==> config.mk <==
export PLATFORM = sky130hd
export DESIGN_NAME = slpstg
export DESIGN_NICKNAME = d
export VERILOG_FILES = /design/src/rtl/slpstg_pkg.sv /design/src/rtl/slpstg_ecd.sv /design/src/rtl/slpstg_reg.sv /design/src/rtl/slpstg_logic.sv /design/src/rtl/slpstg.sv
export SDC_FILE = /design/constraint.sdc
export NUM_CORES = 1
export LEC_CHECK = 0
export ABC_CLOCK_PERIOD_IN_PS = 1450
export BUFFER_PORTS_ARGS = -buffer_cell sky130_fd_sc_hd__buf_2
export CAP_MARGIN = 15
export CORE_ASPECT_RATIO = 1.1
export CORE_UTILIZATION = 30
export CTS_BUF_LIST = sky130_fd_sc_hd__clkbuf_4 sky130_fd_sc_hd__clkbuf_8
export DETAILED_ROUTE_END_ITERATION = 10
export GPL_ROUTABILITY_DRIVEN = 0
export HOLD_SLACK_MARGIN = 0.05
export SLEW_MARGIN = 10
export SYNTH_ARGS = -nofsm -noshare
export SYNTH_HDL_FRONTEND = slang
export SYNTH_SLANG_ARGS = --single-unit
==> constraint.sdc <==
create_clock -name clk -period 1.45 [get_ports clk]
set_clock_uncertainty 0.1 [all_clocks]
set_input_delay 0.145 -clock clk [delete_from_list [all_inputs] [get_ports clk]]
set_output_delay 0.145 -clock clk [all_outputs]
set_load 0.02 [all_outputs]
==> src/rtl/slpstg_pkg.sv <==
`timescale 1ns/1ps
package slpstg_pkg;
  // Function applied by the logic that sits behind the register.
  typedef enum int {
    FN_PASS   = 0,
    FN_INVERT = 1,
    FN_GRAY   = 2
  } stage_fn_e;

  // Request polarity on the handshake wires.
  localparam logic REQ_DATA = 1'b1;
  localparam logic REQ_NULL = 1'b0;
endpackage

==> src/rtl/slpstg_ecd.sv <==
`timescale 1ns/1ps
// Early completion detector: it watches the register inputs and holds the
// acknowledge state with hysteresis.
module slpstg_ecd
  import slpstg_pkg::*;
#(
  parameter int W = 8
) (
  input  logic         clk,
  input  logic         rst_n,
  input  logic [W-1:0] in_t,
  input  logic [W-1:0] in_f,
  input  logic         dn_rfd,
  output logic         rfd_q,
  output logic         sleep_nxt
);
  localparam int LAST = W - 1;

  logic [W-1:0] bit_dat;
  logic [W-1:0] bit_nul;
  logic [W-1:0] run_dat;
  logic [W-1:0] run_nul;

  // Per-bit detectors followed by a chained reduction.
  for (genvar i = 0; i < W; i++) begin : g_bit
    assign bit_dat[i] = in_t[i] ^ in_f[i];
    assign bit_nul[i] = ~(in_t[i] | in_f[i]);
    if (i == 0) begin : g_first
      assign run_dat[i] = bit_dat[i];
      assign run_nul[i] = bit_nul[i];
    end else begin : g_rest
      assign run_dat[i] = run_dat[i-1] & bit_dat[i];
      assign run_nul[i] = run_nul[i-1] & bit_nul[i];
    end
  end

  logic wave_dat;
  logic wave_nul;
  logic rfd_d;

  assign wave_dat = run_dat[LAST];
  assign wave_nul = run_nul[LAST];

  always_comb begin
    rfd_d = rfd_q;
    if (rfd_q == REQ_DATA) begin
      if (wave_dat && dn_rfd == REQ_DATA) rfd_d = REQ_NULL;
    end else begin
      if (wave_nul && dn_rfd == REQ_NULL) rfd_d = REQ_DATA;
    end
  end

  always_ff @(posedge clk or negedge rst_n) begin
    if (!rst_n) rfd_q <= REQ_DATA;
    else        rfd_q <= rfd_d;
  end

  // The register sleeps in the same cycle that the acknowledge requests DATA.
  assign sleep_nxt = rfd_d;
endmodule

==> src/rtl/slpstg_reg.sv <==
`timescale 1ns/1ps
// Register of sleep-capable 1-of-2 gates; each rail feeds back on itself.
module slpstg_reg #(
  parameter int W = 8
) (
  input  logic         clk,
  input  logic         rst_n,
  input  logic         sleep_nxt,
  input  logic [W-1:0] in_t,
  input  logic [W-1:0] in_f,
  output logic [W-1:0] q_t,
  output logic [W-1:0] q_f
);
  for (genvar i = 0; i < W; i++) begin : g_cell
    always_ff @(posedge clk or negedge rst_n) begin
      if (!rst_n) begin
        q_t[i] <= 1'b0;
        q_f[i] <= 1'b0;
      end else if (sleep_nxt) begin
        q_t[i] <= 1'b0;
        q_f[i] <= 1'b0;
      end else begin
        q_t[i] <= q_t[i] | in_t[i];
        q_f[i] <= q_f[i] | in_f[i];
      end
    end
  end
endmodule

==> src/rtl/slpstg_logic.sv <==
`timescale 1ns/1ps
// Sleep-capable dual-rail logic with no hysteresis: each output is its set
// condition while awake and is forced low while asleep.
module slpstg_logic
  import slpstg_pkg::*;
#(
  parameter int W    = 8,
  parameter int FUNC = FN_GRAY
) (
  input  logic         sleep,
  input  logic [W-1:0] a_t,
  input  logic [W-1:0] a_f,
  output logic [W-1:0] y_t,
  output logic [W-1:0] y_f
);
  localparam int LAST = W - 1;

  logic [W-1:0] set_t;
  logic [W-1:0] set_f;

  for (genvar i = 0; i < W; i++) begin : g_gate
    if (FUNC == FN_INVERT) begin : g_inv
      assign set_t[i] = a_f[i];
      assign set_f[i] = a_t[i];
    end else if (FUNC == FN_GRAY && i < LAST) begin : g_xor
      assign set_t[i] = (a_t[i] & a_f[i+1]) | (a_f[i] & a_t[i+1]);
      assign set_f[i] = (a_t[i] & a_t[i+1]) | (a_f[i] & a_f[i+1]);
    end else begin : g_pass
      assign set_t[i] = a_t[i];
      assign set_f[i] = a_f[i];
    end
    assign y_t[i] = ~sleep & set_t[i];
    assign y_f[i] = ~sleep & set_f[i];
  end
endmodule

==> src/rtl/slpstg.sv <==
`timescale 1ns/1ps
module slpstg
  import slpstg_pkg::*;
#(
  parameter int W    = 8,
  parameter int FUNC = FN_GRAY
) (
  input  logic         clk,
  input  logic         rst_n,
  input  logic [W-1:0] in_t,
  input  logic [W-1:0] in_f,
  output logic         up_rfd,
  input  logic         dn_rfd,
  output logic [W-1:0] out_t,
  output logic [W-1:0] out_f
);
  logic         ack_q;
  logic         reg_sleep;
  logic [W-1:0] r_t;
  logic [W-1:0] r_f;

  slpstg_ecd #(.W(W)) u_ecd (
    .clk       (clk),
    .rst_n     (rst_n),
    .in_t      (in_t),
    .in_f      (in_f),
    .dn_rfd    (dn_rfd),
    .rfd_q     (ack_q),
    .sleep_nxt (reg_sleep)
  );

  slpstg_reg #(.W(W)) u_reg (
    .clk       (clk),
    .rst_n     (rst_n),
    .sleep_nxt (reg_sleep),
    .in_t      (in_t),
    .in_f      (in_f),
    .q_t       (r_t),
    .q_f       (r_f)
  );

  // The logic after the register is put to sleep by this stage's acknowledge.
  slpstg_logic #(.W(W), .FUNC(FUNC)) u_logic (
    .sleep (ack_q),
    .a_t   (r_t),
    .a_f   (r_f),
    .y_t   (out_t),
    .y_f   (out_f)
  );

  assign up_rfd = ack_q;
endmodule

==> results.md <==
- Starting Density: 32.62%
- Root buf cell: clkbuf_4
- CP required: 1.21 ns
- TritonCTS buffer count: 3
- Vias after detailed routing: 1003
- PortBufs: 35
- Reg clk slew, reported paths: approximately 0.10 ns
- Setup Viol. Count Final: 15
- Antenna violations before repair: 0
- Synth Area in Simple Gates: roughly 16%
- Delay-heaviest family, CP: flip-flops
- Area delta synth->final: 47.69%
- Reg2reg setup slack: roughly 0.18 ns
- Post-synth top cells: nor2_1, dfrtp_1, inv_1, a22oi_1, a21oi_2
- Layout cells sized above 1: 38.37%
- Full die area: ~3700 um^2
- CP startpoint kind: flop
- Leakage: 0.6817 nW
- Routed vias/inst: about 5
- Async set-reset flop share out of synthesis: 100.0%
- HP Start: in_t[4]
- Adder-Cell Fraction of Synth Area: 9.732%
- Mean Syn Cell Area: approximately 9 um^2
- Worst Reg2Reg Path Length in Cells: 3
- Die W: between 50 and 60 um
- Critical path class: reg2out
- Core area: ~3200 um^2
- First-pass GRT wire length: 4422 um
- Tcrit/Tclk final: 108.1%
- Compound-Gate Fraction of Synth Area: 22.87%
- Bufs and invs on worst path: 1
- Ys Warns: 0
- Peak VDD IR: 0.0003422 V
- Hold path depth: 4
- Ant. Diodes: 0
- Failing checks: design-rule violations, negative setup slack
- Hold Path Sink: u_reg.q_t[4]$_DFF_PN0_
- HP Class: in2reg
- Nets: 200
- Largest family of logic cells by synthesized area: compound AO/OA/AOI/OAI gates
- # DRC: 4
- Count leader, synth: nor2_1
- CTS max path bufs: 2
- DRT Pass-1 Iters: 7
- Max Fclk: 0.6382 GHz
- Largest stage delay, worst path: 0.63 ns
- Placed instance count: 185
- Xor and xnor area share after synthesis: 0%
- Skew-Pair Late Insertion Delay: 0.28 ns
- Critical R2R Capture: u_reg.q_f[5]$_DFF_PN0_
- Rows: 21
- Register bit total from synthesis: 17
- Area leader, netlist: dfrtp_1
- Top post-synthesis cells by area: dfrtp_1, nor2_1, ha_1, a22oi_1, a21oi_2
- Relative slew slack: 74.06%
- Remaining Overflow, GRT: 0
- Power Internal: about 0.00064 W
- Ys flop type: dfrtp_1
- Routed WL: approximately 2600 um
- CTS tree: built
- Cells after Synth: 113
- Worst slew pin tran: 0.3891 ns
- Vias in the first global route: 1006
- GR Util All Layers: 15.35%
- Critical path cell sequence: nor2b_4 > a22o_1 > buf_6
- Sequential fraction of the synthesis area: about two fifths
- Syn nets: 140
- Antenna-violating nets left: 0
- Max cap viols: 0
- Crit Path Max Fanout: 5
- H-tree depth: 1
- Fillers: 315
- Worst EP arrival: 1.32 ns
- Top-area cell type share of the netlist area: about two fifths
- Pwr dens: roughly 550 nW/um^2
- CTS sink cnt: 17
- Psw: 0.0002002 W
- Non-Filler Instances: 206
- Final Max Slew Viols: 0
- Final setup margin: -0.1170 ns
- Clock power frac: 30.1%
- Switching Share: 23.82%
- Critical Path End Type: output pin
- Worst path depth: 3
- RR Startpoint: u_ecd.rfd_q$_DFF_PN1_
- Status: finished, violations left
- Final Hold Vio Count: 0
- Chip height: ~63 um
- Reg power frac: 56.6%
- RSZ-0062 raised after global routing: yes
- Wirelength per Cell: approximately 12 um
- Largest net degree at the start of global routing: 18
- Number of synthesized flops with an enable pin: 0
- Dpl hpwl: about 1800 um
- Synth unique cells: 22
- IO Pins: 36
- Hold Slack: 0.1010 ns
- Mux contribution to synthesized area: 0%
- Slowest-stage cell, CP: dfstp_2
- Starting DRT DRC Count: 30
- Mapped Area: 1028 um^2
- Crit path time final: 1.567 ns
- Combinational Power Share: 13.3%
-- routing by layer --
metal | share of wire (%) | wire length (um) | GRT usage, % | up-vias
met5 | 0 | 0 | 0 | -
met4 | 0.82 | 21 | 5.357 | 0
met3 | 5.2 | 132 | 3.080 | 5
met2 | 49 | 1243 | 25.57 | 31
met1 | 45 | 1158 | 19.46 | 464
li1 | - | - | - | 503
-- area by class of cell --
class	instances	area, um^2	area share (%)
timing repair buffer	59	435.4	28.67
multi-input combinational	76	526.8	34.68
clock buffer	3	22.52	1.483
sequential	17	426.7	28.09
clock inverter	1	5.005	0.3295
tap	34	42.54	2.801
inverter	16	60.06	3.954
-- kinds of logic (layout without fill, tap and decap cells) --
kind of cell             after synthesis  in the layout
adder cells (fa/ha/maj)                8              8
buffers and inverters                 20             79
AND/OR/NAND/NOR                       37             37
flip-flops                            17             17
AO/OA/AOI/OAI                         31             31
-- how the worst max path moves through the flow --
stage,from,to,slack (ns)
2_1_floorplan,in_t[6],u_reg.q_f[3]$_DFF_PN0_,0.03
3_3_place_gp,in_t[6],u_reg.q_f[0]$_DFF_PN0_,-0.1
3_5_place_dp,in_t[6],u_reg.q_f[1]$_DFF_PN0_,-0.12
4_1_cts,u_ecd.rfd_q$_DFF_PN1_,out_f[6],-0.11
5_1_grt,u_ecd.rfd_q$_DFF_PN1_,out_f[6],-0.16
6_report,u_ecd.rfd_q$_DFF_PN1_,out_f[6],-0.12
-- through the flow --
stage               setup TNS, ns  power (W)  worst slack, ns  instance area (um^2)  util, %
global route               -1.950  0.0008888          -0.1648                  1519    48.17
global placement           -1.098  0.0005626         -0.09824                  1256    39.84
detailed placement         -1.477  0.0005631          -0.1163                  1256    39.84
CTS                        -1.216  0.0008481          -0.1128                  1474    46.75
finish                     -1.173  0.0008405          -0.1170                  1519    48.17
floorplan                       0  0.0005120          0.03398                  1028        -
-- registers in the layout, indices dropped and copies added (netlist names) --
register and count:
u_ecd.rfd_q 1, u_reg.q_t 8, u_reg.q_f 8
-- layout by cell type (no fill, tap or decap), types with 3 or more instances in the layout --
master         Yosys  layout
nor2_1            28      25
a21oi_2           10      10
dfrtp_1           16      16
dlygate4sd3_1      0      16
a21oi_1            6       6
buf_2              0      28
clkbuf_4           0       3
buf_6              1       6
a22oi_1           12      11
buf_4              1       9
inv_1             16      16
ha_1               8       8
-- repair_timing --
action	CTS	global route
gates cloned	0	0
endpoints found under the hold margin	32	0
buffers inserted	1	0
pin swaps	2	1
gates resized for setup	7	14
hold buffers	16	0
setup endpoints to repair	11	15
-- power groups by stage --
stage | combinational [W] | sequential [W] | clock [W]
finish | 0.000112 | 0.000475 | 0.000253
global route | 0.000127 | 0.000476 | 0.000286
CTS | 0.000113 | 0.000475 | 0.000260
detailed placement | 0.0000786 | 0.000485 | 0
global placement | 0.0000781 | 0.000484 | 0
floorplan | 0.0000275 | 0.000484 | 0
-- worst min-delay path: stages --
cell     delay [ns]
buf_2          0.09
buf_4          0.09
nor2_1         0.04
a21oi_2        0.09
Note: power is estimated with default switching activity, not from simulation.
